`config.mk`:
```
export PLATFORM = sky130hd
export DESIGN_NAME = cal_clock_top
export DESIGN_NICKNAME = d
export VERILOG_FILES = /design/src/rtl/cal_pkg.sv /design/src/rtl/cal_prescaler.sv /design/src/rtl/cal_bcd_field.sv /design/src/rtl/cal_month_len.sv /design/src/rtl/cal_clock_top.sv
export SDC_FILE = /design/constraint.sdc
export NUM_CORES = 1
export LEC_CHECK = 0
export BUFFER_PORTS_ARGS = -buffer_cell sky130_fd_sc_hd__buf_4
export CORE_UTILIZATION = 52
export CTS_CLUSTER_DIAMETER = 200
export DETAILED_ROUTE_END_ITERATION = 10
export PLACE_DENSITY = 0.77
export SLEW_MARGIN = 20
export SYNTH_ARGS = -nofsm -noshare
export SYNTH_HDL_FRONTEND = slang
export SYNTH_SLANG_ARGS = --single-unit
```
`constraint.sdc`:
```
create_clock -name clk_i -period 2.3 [get_ports clk_i]
set_input_delay 0.46 -clock clk_i [delete_from_list [all_inputs] [get_ports clk_i]]
set_output_delay 0.46 -clock clk_i [all_outputs]
set_load 0.005 [all_outputs]
```
`src/rtl/cal_pkg.sv`:
```
package cal_pkg;
  localparam int unsigned FIELD_W    = 8;
  localparam int unsigned NUM_FIELDS = 6;
  localparam int unsigned DOW_W      = 3;

  typedef enum logic [2:0] {
    SEL_SEC   = 3'd0,
    SEL_MIN   = 3'd1,
    SEL_HOUR  = 3'd2,
    SEL_DATE  = 3'd3,
    SEL_MONTH = 3'd4,
    SEL_YEAR  = 3'd5,
    SEL_DOW   = 3'd6,
    SEL_NONE  = 3'd7
  } field_sel_e;

  function automatic logic [FIELD_W-1:0] bcd_next(input logic [FIELD_W-1:0] v);
    if (v[3:0] == 4'd9) bcd_next = {v[7:4] + 4'd1, 4'd0};
    else                bcd_next = {v[7:4], v[3:0] + 4'd1};
  endfunction

  // tens*10 + ones mod 4 == (2*tens[0] + ones) mod 4
  function automatic logic year_is_leap(input logic [FIELD_W-1:0] y);
    logic [1:0] r;
    r = {y[4], 1'b0} + y[1:0];
    year_is_leap = (r == 2'd0);
  endfunction
endpackage

```
`src/rtl/cal_prescaler.sv`:
```
module cal_prescaler #(
  parameter int unsigned DIV_COUNT = 32768
) (
  input  logic clk_i,
  input  logic rst_ni,
  input  logic tick_i,
  input  logic clr_i,
  output logic stb_o
);
  localparam int unsigned CW = (DIV_COUNT > 1) ? $clog2(DIV_COUNT) : 1;
  localparam logic [CW-1:0] LAST = CW'(DIV_COUNT - 1);

  logic [CW-1:0] cnt_q;
  logic          at_last;

  assign at_last = (cnt_q == LAST);

  always_ff @(posedge clk_i or negedge rst_ni) begin
    if (!rst_ni) begin
      cnt_q <= '0;
      stb_o <= 1'b0;
    end else begin
      stb_o <= tick_i && at_last && !clr_i;
      if (clr_i)       cnt_q <= '0;
      else if (tick_i) cnt_q <= at_last ? '0 : cnt_q + CW'(1);
    end
  end

  a_r2_cnt_in_range: assert property (@(posedge clk_i) disable iff (!rst_ni)
    cnt_q <= LAST);

  a_r10_clear_restarts: assert property (@(posedge clk_i) disable iff (!rst_ni)
    clr_i |=> (!stb_o && cnt_q == '0));
endmodule

```
`src/rtl/cal_bcd_field.sv`:
```
module cal_bcd_field
  import cal_pkg::*;
#(
  parameter logic [FIELD_W-1:0] LOW = 8'h00
) (
  input  logic               clk_i,
  input  logic               rst_ni,
  input  logic               ld_i,
  input  logic [FIELD_W-1:0] ld_data_i,
  input  logic               inc_i,
  input  logic [FIELD_W-1:0] max_i,
  output logic [FIELD_W-1:0] q_o,
  output logic               carry_o
);
  logic at_max;
  assign at_max  = (q_o == max_i);
  assign carry_o = inc_i && !ld_i && at_max;

  always_ff @(posedge clk_i or negedge rst_ni) begin
    if (!rst_ni)    q_o <= LOW;
    else if (ld_i)  q_o <= ld_data_i;
    else if (inc_i) q_o <= at_max ? LOW : bcd_next(q_o);
  end

  a_r3_carry_wraps_low: assert property (@(posedge clk_i) disable iff (!rst_ni)
    carry_o |=> (q_o == LOW));
endmodule

```
`src/rtl/cal_month_len.sv`:
```
module cal_month_len
  import cal_pkg::*;
(
  input  logic [FIELD_W-1:0] month_i,
  input  logic [FIELD_W-1:0] year_i,
  output logic [FIELD_W-1:0] last_o
);
  always_comb begin
    unique case (month_i)
      8'h02:                      last_o = year_is_leap(year_i) ? 8'h29 : 8'h28;
      8'h04, 8'h06, 8'h09, 8'h11: last_o = 8'h30;
      default:                    last_o = 8'h31;
    endcase
  end
endmodule

```
`src/rtl/cal_clock_top.sv`:
```
module cal_clock_top
  import cal_pkg::*;
#(
  parameter int unsigned DIV_COUNT = 32768
) (
  input  logic                 clk_i,
  input  logic                 rst_ni,
  input  logic                 tick_i,
  input  logic                 wr_en_i,
  input  logic [2:0]           wr_sel_i,
  input  logic [FIELD_W-1:0]   wr_data_i,
  output logic [FIELD_W-1:0]   sec_o,
  output logic [FIELD_W-1:0]   min_o,
  output logic [FIELD_W-1:0]   hour_o,
  output logic [FIELD_W-1:0]   date_o,
  output logic [FIELD_W-1:0]   month_o,
  output logic [FIELD_W-1:0]   year_o,
  output logic [DOW_W-1:0]     dow_o,
  output logic                 sec_pulse_o
);
  localparam int unsigned F_HOUR  = 2;
  localparam int unsigned F_DATE  = 3;
  localparam int unsigned F_MONTH = 4;
  localparam int unsigned F_YEAR  = 5;

  logic               wr_any, sec_stb, adv;
  logic               inc   [NUM_FIELDS+1];
  logic               carry [NUM_FIELDS];
  logic [FIELD_W-1:0] lim   [NUM_FIELDS];
  logic [FIELD_W-1:0] q     [NUM_FIELDS];
  logic [FIELD_W-1:0] month_last;
  logic               day_roll;
  logic [DOW_W-1:0]   dow_q;
  logic               pulse_q;

  assign wr_any = wr_en_i && (wr_sel_i != SEL_NONE);
  assign adv    = sec_stb && !wr_any;   // write wins over a due advance

  cal_prescaler #(.DIV_COUNT(DIV_COUNT)) u_presc (
    .clk_i  (clk_i),
    .rst_ni (rst_ni),
    .tick_i (tick_i),
    .clr_i  (wr_any),
    .stb_o  (sec_stb)
  );

  cal_month_len u_mlen (
    .month_i (q[F_MONTH]),
    .year_i  (q[F_YEAR]),
    .last_o  (month_last)
  );

  always_comb begin
    lim[0]       = 8'h59;
    lim[1]       = 8'h59;
    lim[F_HOUR]  = 8'h23;
    lim[F_DATE]  = month_last;
    lim[F_MONTH] = 8'h12;
    lim[F_YEAR]  = 8'h99;
  end

  assign inc[0] = adv;

  for (genvar i = 0; i < NUM_FIELDS; i++) begin : g_field
    localparam logic [FIELD_W-1:0] LO = (i == F_DATE || i == F_MONTH) ? 8'h01 : 8'h00;
    logic ld;
    assign ld = wr_en_i && (wr_sel_i == 3'(i));

    cal_bcd_field #(.LOW(LO)) u_fld (
      .clk_i     (clk_i),
      .rst_ni    (rst_ni),
      .ld_i      (ld),
      .ld_data_i (wr_data_i),
      .inc_i     (inc[i]),
      .max_i     (lim[i]),
      .q_o       (q[i]),
      .carry_o   (carry[i])
    );

    assign inc[i+1] = carry[i];
  end

  assign day_roll = carry[F_HOUR];

  always_ff @(posedge clk_i or negedge rst_ni) begin
    if (!rst_ni) begin
      dow_q   <= '0;
      pulse_q <= 1'b0;
    end else begin
      pulse_q <= adv;
      if (wr_en_i && wr_sel_i == SEL_DOW) dow_q <= wr_data_i[DOW_W-1:0];
      else if (day_roll)                  dow_q <= (dow_q == 3'd6) ? '0 : dow_q + 3'd1;
    end
  end

  assign sec_o       = q[0];
  assign min_o       = q[1];
  assign hour_o      = q[F_HOUR];
  assign date_o      = q[F_DATE];
  assign month_o     = q[F_MONTH];
  assign year_o      = q[F_YEAR];
  assign dow_o       = dow_q;
  assign sec_pulse_o = pulse_q;

  a_r2_pulse_single: assert property (@(posedge clk_i) disable iff (!rst_ni)
    sec_pulse_o |=> !sec_pulse_o);

  a_r11_write_wins: assert property (@(posedge clk_i) disable iff (!rst_ni)
    (wr_en_i && wr_sel_i == SEL_SEC) |=> (sec_o == $past(wr_data_i) && !sec_pulse_o));

  a_r12_idle_holds: assert property (@(posedge clk_i) disable iff (!rst_ni)
    (!wr_any && !sec_stb) |=>
      ($stable({sec_o, min_o, hour_o, date_o, month_o, year_o, dow_o}) && !sec_pulse_o));

  a_r8_dow_follows_date: assert property (@(posedge clk_i) disable iff (!rst_ni)
    (sec_pulse_o && date_o != $past(date_o)) |->
      (dow_o == (($past(dow_o) == 3'd6) ? 3'd0 : 3'($past(dow_o) + 3'd1))));

  a_r4_hour_range: assert property (@(posedge clk_i) disable iff (!rst_ni)
    (sec_pulse_o && $past(hour_o) == 8'h23 && hour_o != 8'h23) |-> (hour_o == 8'h00));
endmodule

```
==> results.txt, run 1 <==
Crit path kind = reg2reg
Final Hold Viols = 0
Register area share after synthesis = 39.5%
Initial antenna violation count = 0
Unrepaired setup endpoints after global routing = yes
Sink Count = 68
Asr flop ratio synth = 100%
ANT cells = 0
CP top delay family = simple AND/OR/NAND/NOR gates
Synth cell count leaders = dfrtp_1 (66), nand2_1 (62), nor2_1 (55)
Pre-Repair DR Iteration Count = 5
Peak Freq = 372 MHz
First-pass GRT wire length = 20500 um
CTS root buf = clkbuf_8
Fillers = 551
Clock Tree Buf Depth = 2
Die X = 93.1 um
IO Pins = 67
Drt total wl = 14000 um
Crit start category = register
Syn nets = 544
Num CTS Buffers = 9
Post-synthesis register bit count = 68
Initial DRC Count = 273
CP Capture Type = register
Post-layout min period = 2690 ps
Initial Util = 54.7%
Overall routing resource usage = 30.4%
Flop2flop setup slack = -390 ps
Area leader, netlist = dfrtp_1
Lkg Pwr = 2.79 nW
CTS tree = done
Maximum net fanout on the critical path = 5
GR Overflow Total = 0
Syn-to-layout area delta = 38.5%
FF-to-FF Start = g_field[4].u_fld.q_o[4]
Nets@finish = 691
Pwr dens = 668 nW/um2
CP max stage delay = 520 ps
Vias in the first global route = 4249
IO buf count = 66
Seq. cell area = 1710 um2
Post-DRT Antenna Nets = 0
Crit share post-route = 117%
Setup_tns = -4870 ps
Status = complete, but fails checks
Placer Congestion = 0.946
Tightest Pin Transition = 879 ps
Synth unique cells = 57
Final core utilization = 75.8%
R2r worst-path depth = 10
# rows = 32
H-Tree Depth = 3
CP max stage cell = or4_1
Worst setup margin = -391 ps
Share of post-route cells with drive strength above 1 = 33.6%
Post-synth top flop = dfrtp_1
VDD IR max = 0.000413 V
Top-count cell post-synth = dfrtp_1
EDFF count, synth = 0
Mapped cell area = 4310 um2
Die height = 93.1 um
Die Area = 8660 um2
Slew headroom = 41.4%
CP Buf/Inv Count = 2
Final slew viol count = 0
Final setup fails = 25
Min Hold Slack = 224 ps
Cells after Synth = 506
# hold bufs at CTS = 0
Worst min path class = in2async
Clk slew on worst S/H paths = 70 ps
WP data required = 2550 ps
Post-synth top area share = 38.3%
Skew-Pair Late Insertion Delay = 350 ps
Multi-input logic area = 2660 um2
Largest net degree at the start of global routing = 69
Failing checks = setup timing
Crit-path cells = inv_2 > ha_2 > nor3b_4 > o211ai_1 > o2111ai_2 > and4b_2 > buf_6 > nand2_4 > or4_1 > a31oi_1
Via count = 4653
Clk_skew = 11.5 ps
Overall power = 3.99 mW
R2r endpoint = g_field[5].u_fld.q_o[0]
Syn_area_per_cell = 8.53 um2
DR DRC count = 0
Arr. time, crit path = 2950 ps
Synth warnings = 0
Core Footprint = 7890 um2
DP HPWL = 8850 um
Max_cap viols = 0
Vias per std cell = 6.13
Crit path from = g_field[4].u_fld.q_o[4]
Area contributors post-synth = dfrtp_1 (38%), ha_1 (6.7%), nand2_1 (5.4%), nor2_1 (4.8%), o21ai_0 (4.6%)
Drt wl/cell = 18.4 um
sequential cells by signal (all words and copies together) (netlist names):
signal / cells
dow_o: 3
g_field.u_fld.q_o: 48
sec_pulse_o: 1
u_presc.cnt_q: 15
u_presc.stb_o: 1
report_power, final:
group | leakage, nW | switching, mW | internal (mW)
registers | 0.851 | 0.218 | 1.37
logic | 1.83 | 0.635 | 0.666
clock network | 0.105 | 0.496 | 0.606
through the flow:
step | setup WS (ps) | instances | instance area, um2
2_1_floorplan | -110 | 506 | 4360
3_3_place_gp | -61.6 | 726 | 5390
3_5_place_dp | -158 | 726 | 5390
4_1_cts | -103 | 747 | 5720
5_1_grt | -445 | 759 | 5980
6_report | -391 | 759 | 5980
what timing repair did:
action,4_1_cts,5_1_grt
hold endpoints to repair,0,0
pin swaps,11,42
resized for setup,19,43
setup endpoints to repair,20,29
buffers inserted,7,14
cloned,0,0
layout make-up:
cell class | instances | area share, %
Inverter | 25 | 1.57
Clock inverter | 6 | 1.51
Clock buffer | 9 | 2.07
Sequential cell | 68 | 28.6
Multi-Input combinational cell | 398 | 44.4
Tap cell | 102 | 2.14
Timing Repair Buffer | 151 | 19.7
cells by family (layout without fill, tap and decap cells):
family	after synthesis	count (layout)	share of synthesized area, %
fa+ha+maj	23	23	6.67
xor+xnor	13	13	2.64
buf+inv	40	191	4.23
mux	13	13	3.10
compound gates	121	121	17.0
flops	68	68	39.5
simple gates	228	228	26.8
worst max path at each step:
stage / depth (start not counted) / slack (ps) / end
finish: 10 / -390 / g_field[5].u_fld.q_o[0]
detailed placement: 10 / -160 / g_field[5].u_fld.q_o[1]
global placement: 9 / -60 / g_field[5].u_fld.q_o[7]
floorplan: 10 / -110 / g_field[5].u_fld.q_o[1]
global route: 8 / -440 / g_field[5].u_fld.q_o[0]
CTS: 7 / -100 / g_field[3].u_fld.q_o[1]
metal layers:
| layer | track usage (%) | wire, um | vias to the layer above |
|---|---|---|---|
| met2 | 48.0 | 6680 | 225 |
| met5 | 0 | 0 | - |
| met4 | 14.1 | 670 | 0 |
| li1 | - | - | 2131 |
| met1 | 41.2 | 5600 | 2238 |
| met3 | 4.39 | 1000 | 59 |
placed cells by master (no fill, tap or decap), types with 5 or more instances in the layout:
cell and n:
buf_4 140, mux2i_1 10, nand2_1 60, or4_1 7, o211ai_1 8, dfrtp_1 64
a31oi_1 8, nand4_1 7, buf_6 10, and3_1 7, a21oi_1 29, ha_1 21
xor2_1 10, nor2_1 49, inv_1 22, nor3_1 15, clkbuf_8 9, nand3b_1 5
nand3_1 25, o21ai_0 36
Note: power is estimated with default switching activity, not from simulation.
==> inputs of run 2 (changes only) <==
--- a/config.mk
+++ b/config.mk
@@ -6,8 +6,9 @@
 export NUM_CORES = 1
 export LEC_CHECK = 0
 export BUFFER_PORTS_ARGS = -buffer_cell sky130_fd_sc_hd__buf_4
+export CORE_MARGIN = 3
 export CORE_UTILIZATION = 52
-export CTS_CLUSTER_DIAMETER = 200
+export CTS_CLUSTER_DIAMETER = 50
 export DETAILED_ROUTE_END_ITERATION = 10
 export PLACE_DENSITY = 0.77
 export SLEW_MARGIN = 20
==> run 2 against run 1 <==
  * Fmax is 5.1% higher
  * Largest cell class unchanged
  * Critical endpoint is now g_field[3].u_fld.q_o[4]
  * Utilization unchanged
  * The run still ends with setup timing left
  * Die area grew 8.8%
  * Clock power decreased by 5%
  * Register-to-register slack better by 130 ps
==> results.txt, run 2 (synthesis results as in run 1) <==
Final slew viol count = 0
Finished Layout Cells = 757
Skew-Pair Late Insertion Delay = 360 ps
Max_cap viols = 0
Largest net degree at the start of global routing = 69
H-Tree Depth = 3
Clock power share = 26.2%
Peak Freq = 390 MHz
GR Overflow Total = 0
CP top delay family = simple AND/OR/NAND/NOR gates
Core Footprint = 7890 um2
P_sw = 1.36 mW
Worst min path class = in2async
CP Capture Type = register
Initial antenna violation count = 0
Die Area = 9430 um2
Switching portion of total power = 34.5%
R2r endpoint = g_field[3].u_fld.q_o[4]
Dpl ws = -176 ps
Post-layout min period = 2560 ps
Biggest register = g_field.u_fld.q_o
Met1 wire length = 5630 um
Routed wl met2 = 6510 um
Vias in the first global route = 4379
Fillers = 543
ANT cells = 0
Slew headroom = 39.6%
CP max stage delay = 490 ps
Final setup fails = 17
Most frequent cells in the layout = buf_4 (138), dfrtp_1 (64), nand2_1 (60), nor2_1 (51), o21ai_0 (33)
Int Power = 2.59 mW
Status = complete, but fails checks
Vias per std cell = 6.08
Syn-to-layout area delta = 38.5%
Crit start category = register
VDD IR max = 0.000390 V
Overall routing resource usage = 27.0%
Crit-path cells = buf_12 > nor4b_4 > nand3_2 > a311oi_2 > and4b_4 > buf_6 > or4_1 > a31oi_1
IO buf count = 66
Met3 WL post-DR = 1020 um
Flop pwr share = 39.7%
FF-to-FF Start = g_field[4].u_fld.q_o[3]
DR DRC count = 0
Initial DRC Count = 370
Lkg Pwr = 2.78 nW
Crit share post-route = 111%
CP Buf/Inv Count = 2
Crit path from = g_field[4].u_fld.q_o[3]
Die height = 97.1 um
R2r worst-path depth = 8
Drt total wl = 13700 um
CP max stage cell = or4_1
Top routing layer in use = met4
Initial Util = 54.7%
Worst setup margin = -262 ps
Combinational power share = 34.0%
Maximum net fanout on the critical path = 6
Commonest non-fill, non-tap cell in the layout = buf_4
Die X = 97.1 um
CTS tree = done
Unrepaired setup endpoints after global routing = yes
Post-DRT Antenna Nets = 0
IO Pins = 67
Nets@finish = 688
Placed insts = 727
Drt wl/cell = 18.0 um
CTS root buf = clkbuf_8
Crit path kind = reg2reg
First-pass GRT wire length = 21000 um
Clk slew on worst S/H paths = 80 ps
Pwr dens = 661 nW/um2
Sink Count = 68
Num CTS Buffers = 9
WP data required = 2550 ps
Placer Congestion = 0.930
Clk_skew = 11.8 ps
Max FFs per register = 48
Clock Tree Buf Depth = 2
Failing checks = setup timing
Tightest Pin Transition = 906 ps
Arr. time, crit path = 2820 ps
Share of post-route cells with drive strength above 1 = 33.4%
Flop2flop setup slack = -260 ps
DP HPWL = 8910 um
Pre-Repair DR Iteration Count = 5
Final Hold Viols = 0
Via count = 4602
# rows = 32
## run 2: how the worst max path moves through the flow
| stage | slack [ps] | depth (start not counted) | endpoint |
|---|---|---|---|
| after floorplan | -110 | 10 | g_field[5].u_fld.q_o[1] |
| after global placement | -70 | 7 | g_field[3].u_fld.q_o[1] |
| after detailed placement | -180 | 10 | g_field[5].u_fld.q_o[1] |
| after CTS | -120 | 8 | g_field[5].u_fld.q_o[1] |
| after global routing | -300 | 9 | g_field[5].u_fld.q_o[1] |
| final | -260 | 8 | g_field[3].u_fld.q_o[4] |
## run 2: area by class of cell
| class | instances | area [um2] | area share [%] |
|---|---|---|---|
| Multi-Input combinational cell | 398 | 2690 | 45.0 |
| Sequential cell | 68 | 1710 | 28.6 |
| Timing Repair Buffer | 148 | 1160 | 19.4 |
| Clock buffer | 10 | 138 | 2.30 |
| Tap cell | 102 | 128 | 2.14 |
| Inverter | 25 | 93.8 | 1.57 |
| Clock inverter | 6 | 63.8 | 1.07 |
## run 2: per-layer routing
layer,GRT usage (%),vias up
met5,0,-
met4,13.0,0
met3,6.32,51
met2,41.2,212
met1,36.4,2224
li1,-,2115
## run 2: power groups by stage
stage	Combinational, mW	Sequential, mW	Clock, mW
after floorplan	0.462	1.61	0
after global placement	1.15	1.56	0
after detailed placement	1.18	1.57	0
after CTS	1.24	1.55	1.04
after global routing	1.47	1.60	1.11
final	1.35	1.57	1.04
## run 2: through the flow
stage               util, %  area [um2]  hold slack (ps)  total power [mW]  setup TNS (ps)
floorplan                 -        4360              164              2.08            -446
global placement       68.4        5400              495              2.71            -386
detailed placement     68.4        5400              516              2.75           -1390
CTS                    72.5        5720              254              3.83            -774
global route           75.8        5980              277              4.18           -3420
finish                 75.8        5980              195              3.95           -1900
## run 2: timing repair
action | CTS | global route
endpoints found under the hold margin | 0 | 0
endpoints found under the setup margin | 19 | 27
pin swaps | 17 | 33
hold buffers | 0 | 0
resized for setup | 18 | 46
setup buffers | 6 | 8
==> inputs of run 3 (changes only) <==
--- a/config.mk
+++ b/config.mk
@@ -7,10 +7,10 @@
 export LEC_CHECK = 0
 export BUFFER_PORTS_ARGS = -buffer_cell sky130_fd_sc_hd__buf_4
 export CORE_MARGIN = 3
-export CORE_UTILIZATION = 52
+export CORE_UTILIZATION = 55
 export CTS_CLUSTER_DIAMETER = 50
 export DETAILED_ROUTE_END_ITERATION = 10
-export PLACE_DENSITY = 0.77
+export PLACE_DENSITY = 0.78
 export SLEW_MARGIN = 20
 export SYNTH_ARGS = -nofsm -noshare
 export SYNTH_HDL_FRONTEND = slang
==> constraint.sdc (replaced) <==
create_clock -name clk_i -period 3.33 [get_ports clk_i]
set_input_delay 0.666 -clock clk_i [delete_from_list [all_inputs] [get_ports clk_i]]
set_output_delay 0.666 -clock clk_i [all_outputs]
set_load 0.005 [all_outputs]
==> run 3 against run 2 <==
  * Clock power decreased by 42%
  * Largest power group unchanged
  * Critical path depth is 1 higher
  * Power is 41% lower
  * Sequential share of layout area rose by 5.1 points
  * Die area shrank 5.1%
  * The run now ends clean
  * Sequential power decreased by 27%
  * Non-clock buffer count down 75
==> results.txt, run 3 (synthesis results as in run 1) <==
Unrepaired setup endpoints after global routing = no
Skew-Pair Late Insertion Delay = 350 ps
# rows = 31
Crit path kind = reg2reg
Post-layout min period = 2900 ps
Max_cap viols = 0
Final slew viol count = 0
Dpl ws = 265 ps
Met2 GRT Util = 42.0%
Clk_skew = 11.0 ps
Post-CTS Resized = 0
Tightest Pin Transition = 879 ps
Biggest register = g_field.u_fld.q_o
CP Capture Type = register
DR DRC count = 0
Post-DRT Antenna Nets = 0
Post-CTS Setup Bufs = 0
Num CTS Buffers = 9
CTS tree = done
Final Hold Viols = 0
Status = completed
# hold bufs at CTS = 0
Max FFs per register = 48
Sink Count = 68
Drt wl/cell = 17.0 um
Die X = 94.6 um
Setup_tns = 0 ps
Nets@finish = 613
Core Footprint = 7450 um2
Share of post-route cells with drive strength above 1 = 17.4%
Most Crowded Layer GR = met2
Clk slew on worst S/H paths = 70 ps
Initial Util = 57.9%
Commonest non-fill, non-tap cell in the layout = buf_4
Via count = 4130
Maximum net fanout on the critical path = 11
IO buf count = 66
H-Tree Depth = 3
ANT cells = 0
Post-DP Area = 4900 um2
Vias in the first global route = 3914
Syn-to-layout area delta = 17.3%
M1 GR Usage = 36.9%
Peak Freq = 344 MHz
Post-Layout Inst Area = 5060 um2
Final setup fails = 0
DP HPWL = 8220 um
Largest net degree at the start of global routing = 69
Arr. time, crit path = 3170 ps
Slew headroom = 41.4%
Overall routing resource usage = 27.4%
Lkg Pwr = 2.32 nW
CTS root buf = clkbuf_8
Worst min path class = in2async
Drt total wl = 11600 um
VDD IR max = 0.000313 V
Crit share post-route = 87.2%
Clock Tree Buf Depth = 2
First-pass GRT wire length = 19000 um
Pre-Repair DR Iteration Count = 5
Overall power = 2.35 mW
Die Area = 8940 um2
Initial DRC Count = 288
Grt met3 use = 7.09%
Pwr dens = 465 nW/um2
Worst setup margin = 427 ps
Vias per std cell = 6.08
WP data required = 3600 ps
Initial antenna violation count = 0
Crit start category = register
Most frequent cells in the layout = buf_4 (73), dfrtp_1 (66), nand2_1 (62), nor2_1 (55), o21ai_0 (40)
GR Overflow Total = 0
Fillers = 639
Placer Congestion = 0.898
IO Pins = 67
Die height = 94.6 um
[run 3: worst max-delay path, stage by stage (launching register included)]
cell and delay (ps):
dfrtp_1 420, inv_1 80, ha_1 170, nand3b_1 140, a211o_1 330, and4bb_2 370, and3_2 370, nand4_2 220
or4_1 540, a31oi_1 160
[run 3: per-stage QoR]
step           utilization, %  cells  hold slack [ps]
3_5_place_dp             65.8    663              508
3_3_place_gp             65.8    663              491
6_report                 67.9    679              396
2_1_floorplan               -    506              370
5_1_grt                  67.9    679              465
4_1_cts                  67.9    679              458
[run 3: final cells by class]
type	instances	area (um2)	share of cell area, %
clock buffer	14	153	3.02
inverter	25	93.8	1.85
clock inverter	2	10.0	0.198
timing repair buffer	73	548	10.8
tap	99	124	2.45
multi-input combinational	398	2430	48.0
sequential	68	1700	33.7
[run 3: routing by layer]
layer | wire length, um | up-vias
li1 | - | 1966
met1 | 5110 | 1958
met2 | 5220 | 175
met3 | 946 | 31
met4 | 289 | 0
met5 | 0 | -
[run 3: path summary, 6_finish.rpt]
path / startpoint / endpoint / slack [ps] / cells past startpoint
max: g_field[0].u_fld.q_o[1] / g_field[5].u_fld.q_o[7] / 430 / 9
min: rst_ni / g_field[0].u_fld.q_o[2] / 400 / 1
max reg2reg: g_field[0].u_fld.q_o[1] / g_field[5].u_fld.q_o[7] / 430 / 9
min reg2reg: u_presc.cnt_q[1] / u_presc.cnt_q[1] / 510 / 2
max in group asynchronous: rst_ni / g_field[2].u_fld.q_o[1] / 2330 / 1
min in group clk_i: u_presc.cnt_q[1] / u_presc.cnt_q[1] / 510 / 2
[run 3: power breakdown]
| group | switching, mW | leakage (nW) | total, mW | internal (mW) |
|---|---|---|---|---|
| sequential | 0.198 | 0.854 | 1.14 | 0.947 |
| clock | 0.315 | 0.0844 | 0.605 | 0.290 |
| combinational | 0.289 | 1.38 | 0.601 | 0.312 |
